## src/rtl/rxd_pkg.sv

```systemverilog
package rxd_pkg;
   // descriptor word byte offsets
   localparam int unsigned OFS_STAT = 0;
   localparam int unsigned OFS_CTRL = 4;
   localparam int unsigned OFS_BUF  = 8;
   localparam int unsigned OFS_NEXT = 12;

   // control word bit positions
   localparam int unsigned CB_OWN   = 31;
   localparam int unsigned CB_DIR   = 30;
   localparam int unsigned CB_LFRAG = 29;
   localparam int unsigned CB_FINAL = 28;

   // register select codes
   localparam logic [1:0] RS_CTRL = 2'd0;
   localparam logic [1:0] RS_BASE = 2'd1;
   localparam logic [1:0] RS_POLL = 2'd2;

   typedef enum logic [3:0] {
      ST_IDLE, ST_WAIT, ST_RDCTRL, ST_RDBUF, ST_RDNEXT,
      ST_POLL, ST_DATA, ST_WBSTAT, ST_WBCTRL
   } rxd_state_e;
endpackage

```

## src/rtl/rxd_csr.sv

```systemverilog
module rxd_csr
   import rxd_pkg::*;
#(
   parameter int ADDR_W = 32,
   parameter int POLL_W = 16
) (
   input  logic              clk,
   input  logic              rst_n,
   input  logic              csr_wr,
   input  logic [1:0]        csr_addr,
   input  logic [31:0]       csr_wdata,
   output logic              enable,
   output logic              strobe,
   output logic              base_wr,
   output logic [ADDR_W-1:0] base_val,
   output logic [POLL_W-1:0] poll_period
);
   always_ff @(posedge clk or negedge rst_n) begin
      if (!rst_n) begin
         enable      <= 1'b0;
         strobe      <= 1'b0;
         base_wr     <= 1'b0;
         base_val    <= '0;
         poll_period <= '0;
      end else begin
         strobe  <= csr_wr && (csr_addr == RS_CTRL) && csr_wdata[1] && csr_wdata[0];
         base_wr <= csr_wr && (csr_addr == RS_BASE);
         if (csr_wr && csr_addr == RS_CTRL) enable      <= csr_wdata[0];
         if (csr_wr && csr_addr == RS_BASE) base_val    <= csr_wdata[ADDR_W-1:0];
         if (csr_wr && csr_addr == RS_POLL) poll_period <= csr_wdata[POLL_W-1:0];
      end
   end

   a_r13_strobe_needs_enable: assert property (@(posedge clk) disable iff (!rst_n)
      strobe |-> enable);
endmodule

```

## src/rtl/rxd_poll.sv

```systemverilog
module rxd_poll #(
   parameter int POLL_W = 16
) (
   input  logic              clk,
   input  logic              rst_n,
   input  logic              arm,
   input  logic [POLL_W-1:0] period,
   input  logic              strobe,
   output logic              expire
);
   logic [POLL_W-1:0] cnt_q;
   logic              run_q;

   assign expire = run_q && (strobe || (({1'b0, cnt_q} + 1'b1) >= {1'b0, period}));

   always_ff @(posedge clk or negedge rst_n) begin
      if (!rst_n) begin
         cnt_q <= '0;
         run_q <= 1'b0;
      end else if (arm) begin
         cnt_q <= '0;
         run_q <= 1'b1;
      end else if (run_q) begin
         if (expire) run_q <= 1'b0;
         else        cnt_q <= cnt_q + 1'b1;
      end
   end

   a_r8_strobe_ends_wait: assert property (@(posedge clk) disable iff (!rst_n)
      run_q && strobe && !arm |=> !run_q);
endmodule

```

## src/rtl/rxd_packer.sv

```systemverilog
module rxd_packer #(
   parameter int LEN_W      = 16,
   parameter bit LITTLE_END = 1'b1
) (
   input  logic             clk,
   input  logic             rst_n,
   input  logic             clear,
   input  logic [LEN_W-1:0] cap,
   input  logic             take,
   input  logic [7:0]       din,
   input  logic             dlast,
   input  logic             ack,
   output logic [31:0]      word,
   output logic [3:0]       be,
   output logic             pending,
   output logic             eof,
   output logic             ovf,
   output logic [LEN_W-1:0] count,
   output logic [LEN_W-1:0] woff
);
   logic [LEN_W-1:0] cnt_q, cap_q;
   logic [3:0]       be_q;
   logic [31:0]      word_q, word_nx;
   logic             eof_q, ovf_q, store;
   logic [1:0]       lane;

   if (LITTLE_END) begin : g_le
      assign lane = cnt_q[1:0];
   end else begin : g_be
      assign lane = 2'd3 - cnt_q[1:0];
   end

   assign store = take && (cnt_q < cap_q);

   for (genvar k = 0; k < 4; k++) begin : g_lane
      assign word_nx[8*k +: 8] = (store && lane == 2'(k)) ? din : word_q[8*k +: 8];
   end

   always_ff @(posedge clk or negedge rst_n) begin
      if (!rst_n) begin
         cnt_q  <= '0;
         cap_q  <= '0;
         be_q   <= '0;
         word_q <= '0;
         eof_q  <= 1'b0;
         ovf_q  <= 1'b0;
      end else if (clear) begin
         cnt_q <= '0;
         cap_q <= cap;
         be_q  <= '0;
         eof_q <= 1'b0;
         ovf_q <= 1'b0;
      end else begin
         if (ack) be_q <= '0;
         word_q <= word_nx;
         if (store) begin
            be_q[lane] <= 1'b1;
            cnt_q      <= cnt_q + 1'b1;
         end else if (take) begin
            ovf_q <= 1'b1;
         end
         if (take && dlast) eof_q <= 1'b1;
      end
   end

   assign word    = word_q;
   assign be      = be_q;
   assign pending = (be_q == 4'hF) || (eof_q && be_q != 4'h0);
   assign eof     = eof_q;
   assign ovf     = ovf_q;
   assign count   = cnt_q;
   assign woff    = (cnt_q - 1'b1) & ~LEN_W'(3);

   a_r5_no_store_past_cap: assert property (@(posedge clk) disable iff (!rst_n)
      !clear && take && (cnt_q >= cap_q) |=> $stable(cnt_q) && ovf_q);
   a_r12_no_take_while_pending: assert property (@(posedge clk) disable iff (!rst_n)
      pending |-> !take);
endmodule

```

## src/rtl/rxring_dma.sv

```systemverilog
module rxring_dma
   import rxd_pkg::*;
#(
   parameter int ADDR_W     = 32,
   parameter int LEN_W      = 16,
   parameter int POLL_W     = 16,
   parameter bit LITTLE_END = 1'b1
) (
   input  logic              clk,
   input  logic              rst_n,
   input  logic              csr_wr,
   input  logic [1:0]        csr_addr,
   input  logic [31:0]       csr_wdata,
   output logic              mem_req,
   output logic              mem_we,
   output logic [ADDR_W-1:0] mem_addr,
   output logic [3:0]        mem_be,
   output logic [31:0]       mem_wdata,
   input  logic              mem_ready,
   input  logic [31:0]       mem_rdata,
   input  logic              s_valid,
   input  logic [7:0]        s_data,
   input  logic              s_last,
   output logic              s_ready
);
   if (ADDR_W < 16 || ADDR_W > 32) begin : g_bad_addr
      $error("rxring_dma: ADDR_W must lie in 16..32");
   end
   if (LEN_W < 2 || LEN_W > 16) begin : g_bad_len
      $error("rxring_dma: LEN_W must lie in 2..16");
   end
   if (POLL_W < 1 || POLL_W > 32) begin : g_bad_poll
      $error("rxring_dma: POLL_W must lie in 1..32");
   end

   localparam logic [ADDR_W-1:0] A_CTRL = ADDR_W'(OFS_CTRL);
   localparam logic [ADDR_W-1:0] A_BUF  = ADDR_W'(OFS_BUF);
   localparam logic [ADDR_W-1:0] A_NEXT = ADDR_W'(OFS_NEXT);
   localparam logic [ADDR_W-1:0] A_STAT = ADDR_W'(OFS_STAT);

   logic              enable, strobe, base_wr;
   logic [ADDR_W-1:0] base_val;
   logic [POLL_W-1:0] poll_period;
   logic              poll_arm, poll_expire;

   rxd_state_e        state;
   logic [ADDR_W-1:0] cur_q, nxt_q, buf_q;
   logic [31:0]       ctl_q, wb_ctrl;

   logic              pk_clear, pk_take, pk_ack, pk_pending, pk_eof, pk_ovf;
   logic [31:0]       pk_word;
   logic [3:0]        pk_be;
   logic [LEN_W-1:0]  pk_count, pk_woff;

   rxd_csr #(.ADDR_W(ADDR_W), .POLL_W(POLL_W)) u_csr (
      .clk, .rst_n, .csr_wr, .csr_addr, .csr_wdata,
      .enable, .strobe, .base_wr, .base_val, .poll_period
   );

   rxd_poll #(.POLL_W(POLL_W)) u_poll (
      .clk, .rst_n, .arm(poll_arm), .period(poll_period),
      .strobe, .expire(poll_expire)
   );

   rxd_packer #(.LEN_W(LEN_W), .LITTLE_END(LITTLE_END)) u_pack (
      .clk, .rst_n, .clear(pk_clear), .cap(ctl_q[LEN_W-1:0]),
      .take(pk_take), .din(s_data), .dlast(s_last), .ack(pk_ack),
      .word(pk_word), .be(pk_be), .pending(pk_pending), .eof(pk_eof),
      .ovf(pk_ovf), .count(pk_count), .woff(pk_woff)
   );

   assign s_ready  = (state == ST_DATA) && !pk_pending && !pk_eof;
   assign pk_take  = s_valid && s_ready;
   assign pk_ack   = (state == ST_DATA) && pk_pending && mem_ready;
   assign pk_clear = (state == ST_RDNEXT) && mem_ready;
   assign poll_arm = (state == ST_RDCTRL) && mem_ready && !mem_rdata[CB_OWN];

   always_comb begin
      wb_ctrl           = ctl_q;
      wb_ctrl[CB_OWN]   = 1'b0;
      wb_ctrl[CB_LFRAG] = 1'b1;
      wb_ctrl[15:0]     = 16'(pk_count);
   end

   always_comb begin
      mem_req   = 1'b0;
      mem_we    = 1'b0;
      mem_addr  = cur_q;
      mem_be    = 4'hF;
      mem_wdata = '0;
      unique case (state)
         ST_RDCTRL: begin mem_req = 1'b1; mem_addr = cur_q + A_CTRL; end
         ST_RDBUF:  begin mem_req = 1'b1; mem_addr = cur_q + A_BUF;  end
         ST_RDNEXT: begin mem_req = 1'b1; mem_addr = cur_q + A_NEXT; end
         ST_DATA: begin
            mem_req   = pk_pending;
            mem_we    = 1'b1;
            mem_addr  = buf_q + ADDR_W'(pk_woff);
            mem_be    = pk_be;
            mem_wdata = pk_word;
         end
         ST_WBSTAT: begin
            mem_req   = 1'b1;
            mem_we    = 1'b1;
            mem_addr  = cur_q + A_STAT;
            mem_wdata = {31'd0, pk_ovf};
         end
         ST_WBCTRL: begin
            mem_req   = 1'b1;
            mem_we    = 1'b1;
            mem_addr  = cur_q + A_CTRL;
            mem_wdata = wb_ctrl;
         end
         default: ;
      endcase
   end

   always_ff @(posedge clk or negedge rst_n) begin
      if (!rst_n) begin
         state <= ST_IDLE;
         cur_q <= '0;
         nxt_q <= '0;
         buf_q <= '0;
         ctl_q <= '0;
      end else begin
         unique case (state)
            ST_IDLE: begin
               if (base_wr) cur_q <= base_val;
               if (strobe)  state <= ST_WAIT;
            end
            ST_WAIT: if (enable && s_valid) state <= ST_RDCTRL;
            ST_RDCTRL: if (mem_ready) begin
               ctl_q <= mem_rdata;
               state <= mem_rdata[CB_OWN] ? ST_RDBUF : ST_POLL;
            end
            ST_POLL: if (poll_expire) state <= ST_WAIT;
            ST_RDBUF: if (mem_ready) begin
               buf_q <= mem_rdata[ADDR_W-1:0];
               state <= ST_RDNEXT;
            end
            ST_RDNEXT: if (mem_ready) begin
               nxt_q <= mem_rdata[ADDR_W-1:0];
               state <= ST_DATA;
            end
            ST_DATA: if (pk_eof && !pk_pending) state <= ST_WBSTAT;
            ST_WBSTAT: if (mem_ready) state <= ST_WBCTRL;
            ST_WBCTRL: if (mem_ready) begin
               cur_q <= nxt_q;
               state <= ctl_q[CB_FINAL] ? ST_IDLE : ST_WAIT;
            end
            default: state <= ST_IDLE;
         endcase
      end
   end

   a_r12_hold_request: assert property (@(posedge clk) disable iff (!rst_n)
      mem_req && !mem_ready |=> mem_req && $stable(mem_addr) && $stable(mem_we)
                                && $stable(mem_wdata) && $stable(mem_be));
   a_r12_no_ready_on_desc: assert property (@(posedge clk) disable iff (!rst_n)
      mem_req && (!mem_we || state != ST_DATA) |-> !s_ready);
   a_r4_status_before_ctrl: assert property (@(posedge clk) disable iff (!rst_n)
      (state == ST_WBCTRL) |-> ($past(state) == ST_WBSTAT || $past(state) == ST_WBCTRL));
   a_r9_fetch_needs_frame: assert property (@(posedge clk) disable iff (!rst_n)
      (state == ST_WAIT) && !s_valid |=> state != ST_RDCTRL);
   a_r10_halt_until_strobe: assert property (@(posedge clk) disable iff (!rst_n)
      (state == ST_IDLE) && !strobe |=> (state == ST_IDLE) && !mem_req);
   a_r13_no_fetch_disabled: assert property (@(posedge clk) disable iff (!rst_n)
      (state == ST_WAIT) && !enable |=> state == ST_WAIT);
endmodule

```

## config.mk

```make
export PLATFORM = sky130hd
export DESIGN_NAME = rxring_dma
export DESIGN_NICKNAME = d
export VERILOG_FILES = /design/src/rtl/rxd_pkg.sv /design/src/rtl/rxd_csr.sv /design/src/rtl/rxd_poll.sv /design/src/rtl/rxd_packer.sv /design/src/rtl/rxring_dma.sv
export SDC_FILE = /design/constraint.sdc
export NUM_CORES = 1
export LEC_CHECK = 0
export BUFFER_PORTS_ARGS = -buffer_cell sky130_fd_sc_hd__buf_2
export CORE_MARGIN = 2
export CORE_UTILIZATION = 55
export DETAILED_ROUTE_END_ITERATION = 7
export PLACE_DENSITY = 0.75
export SYNTH_ARGS = -nofsm -noshare
export SYNTH_HDL_FRONTEND = slang
export SYNTH_SLANG_ARGS = --single-unit
```

## constraint.sdc

```tcl
create_clock -name clk -period 11.8 [get_ports clk]
set_input_delay 2.36 -clock clk [delete_from_list [all_inputs] [get_ports clk]]
set_output_delay 2.36 -clock clk [all_outputs]
set_load 0.01 [all_outputs]
```

==> out/results.txt <==
1st-iter DRT viols -> 1591
Ratio of cells with drive above 1 in the final layout -> 19.6%
Number of global-route vias before repair -> 12300
DIE AREA -> 28700 sq um
CP startpoint kind -> flip-flop
Worst Setup SP -> u_pack.count[5]$_DFFE_PN0P_
Total Nets Final -> 1871
Diodes inserted -> 0
Most common cell after layout, fill and taps aside -> nand2_1
CTS Buf Count -> 30
Number of synthesized flops with an enable pin -> 0
# IOs -> 151
Largest net degree at the start of global routing -> 118
HP Start -> u_csr.base_val[18]$_DFFE_PN0P_
Synthesis-stage register bit count -> 268
Setup bufs post-CTS -> 0
Post-route ant nets -> 0
IO Port Bufs -> 150
Hold buffers post-CTS -> 0
Lkg Pwr -> 0.00799 uW
Filler cell count -> 2243
Most frequent cells in the layout -> 363 x nand2_1, 268 x dfrtp_1, 149 x buf_2
Clock skew -> 0.00911 ns
Max IR drop VDD -> 0.153 mV
TritonCTS Sinks -> 268
Synthesized instance count -> 1635
Slew Limit Headroom -> 31.4%
Hpwl dp -> 31700 um
Layout Area Growth over Synthesis -> 12.5%
Setup violators final -> 0
Initial antenna violation count -> 1
Hold WC Path Type -> reg2reg
Die Ht -> 169 um
CTS root buffer -> clkbuf_16
Post-Route WL -> 43800 um
Status -> finished, final reports clean
Fin util -> 62.9%
Remaining DRCs -> 0
CTS-repair resized insts -> 0
Post-synthesis cell type count -> 69
Sequential element share of the synthesized area -> 44.6%
Worst R2R Start -> u_poll.cnt_q[0]$_DFFE_PN0P_
Die width -> 169 um
RSZ-0062 raised after global routing -> false
Global-route wire length before repair -> 68700 um
Core ar. -> 26900 sq um
Fin crit period -> 7.02 ns
Hold Vio Cnt, Final -> 0
Fin crit share -> 59.5%
H-tree Lvls -> 1
Clk Latency, worst-skew pair -> 0.55 ns
P per Cell Area -> 265 nW/um^2
WS Path Type -> reg2out
# rows -> 60
Fmax -> 0.143 GHz
Synth async-reset ratio -> 100%
Mapped Nets -> 1771
Vias per cell -> 6.17
Pins Over Slew Limit -> 0
Pre-antenna DRT Iters -> 6
YS warnings -> 0
Syn Std Cell Area -> 15000 sq um
CTS tree -> yes
Maxcap violations -> 0
Crit path DAT -> 4.66 ns
Initial Utilization -> 55.9%
Total grt overflow -> 0
Overall Global Routing Usage -> 30.5%
DR vias -> 12900
Worst setup EP type -> output port
GP Congestion -> 0.972
Commonest register cell after synthesis -> dfrtp_1
Setup TNS Final -> 0 ns
Worst EP required -> 9.44 ns
Least-Margin Pin Slew -> 1.03 ns
Wire length per cell -> 20.9 um
Avg Cell Area, Syn -> 9.20 sq um
Clock Pin Slew Worst Setup and Hold Paths -> 0.06 ns
Crit-path max FO -> 8
Clk buf depth -> 3
## stage by stage
step | setup WS (ns) | instances | hold WS (ns) | power [uW] | cell area [sq um]
4_1_cts | 4.87 | 2097 | 0.477 | 4460 | 16900
2_1_floorplan | 5.97 | 1635 | 0.433 | 2880 | 15000
3_3_place_gp | 5.59 | 2044 | 0.453 | 3490 | 16000
5_1_grt | 4.38 | 2097 | 0.494 | 4770 | 16900
3_5_place_dp | 5.48 | 2044 | 0.461 | 3550 | 16000
6_report | 4.78 | 2097 | 0.472 | 4480 | 16900
## registers in the layout, indices dropped and copies added (netlist names), 16 cells and up
signal             count
cur_q                 32
ctl_q                 30
u_pack.count          16
nxt_q                 32
buf_q                 32
u_poll.cnt_q          16
u_csr.poll_period     16
u_pack.cap_q          16
u_csr.base_val        32
u_pack.word           32
## routing by layer
metal  part of all wire (%)  vias up  global-route usage, %
li1                       -     5943                      -
met1                     42     6293                   43.4
met2                     46      621                   48.3
met3                    9.1       87                   5.76
met4                    2.9        0                   7.84
met5                      0        -                      0
## cells in the mapped netlist, drive strengths merged (7+ instances only)
cell type	n	area [sq um]
o221ai	9	78.8
and4	7	61.3
o211ai	11	82.6
and3	27	169
a22o	28	245
or2	10	62.6
nor4	11	83.8
o21ai	75	375
o31ai	7	52.6
xor2	22	193
nor2	92	345
mux2i	9	90.1
a211oi	7	70.1
or3	9	56.3
inv	50	188
nand2	363	1360
nand3	52	260
and2	11	68.8
nor3	30	150
a31oi	42	263
a21oi	52	264
ha	54	676
nand2b	8	50.1
dfrtp	268	6710
xnor2	44	385
or4	11	86.3
o22ai	9	56.3
nor2b	11	68.8
clkbuf	76	285
mux2	110	1240
buf	22	114
a21o	12	90.1
nand4	23	144
## logic make-up (layout without fill, tap and decap cells)
family	Yosys count	count (layout)	synth area share [%]
adders and majority gates	56	56	4.76
AOI/OAI and AO/OA	296	296	13.1
and+or+nand+nor	682	682	21.0
DFF	268	268	44.6
muxes	119	119	8.84
buffers and inverters	148	269	3.90
xor gates and xnor gates	66	66	3.84
## report_power, final
group	total (uW)	internal (uW)	switching, uW
registers	1590	1250	338
logic	2010	824	1180
clock network	890	521	369
## area by class of cell
cell class	count	area [sq um]	area share (%)
Multi-Input combinational cell	1219	7770	45.9
Sequential cell	268	6710	39.7
Clock buffer	47	906	5.36
Timing Repair Buffer	166	881	5.21
Tap cell	341	427	2.52
Inverter	50	188	1.11
Clock inverter	6	32.5	0.192
## critical path, cell delays in order, from the launching register on
cell,delay (ns)
dfrtp_1,0.48
nor4_1,0.60
nand3_1,0.27
nor2_1,0.17
xor2_1,0.16
ha_1,0.31
and4_1,0.25
and3_1,0.18
a221oi_1,0.44
a211o_1,0.45
nor2_1,0.10
xnor2_1,0.15
o221ai_1,0.33
buf_2,0.21
## worst paths after layout
path / slack, ns / cells after the start / end
worst max-delay path: 4.78 / 13 / mem_addr[18]
worst min-delay path: 0.47 / 2 / u_csr.base_val[18]$_DFFE_PN0P_
max in group asynchronous: 8.29 / 2 / u_poll.cnt_q[8]$_DFFE_PN0P_
min in group asynchronous: 1.87 / 1 / buf_q[24]$_DFFE_PN0P_
worst max register to register: 7.54 / 14 / u_poll.cnt_q[5]$_DFFE_PN0P_
worst min register to register: 0.47 / 2 / u_csr.base_val[18]$_DFFE_PN0P_
Power figures use the tool's default switching activity.
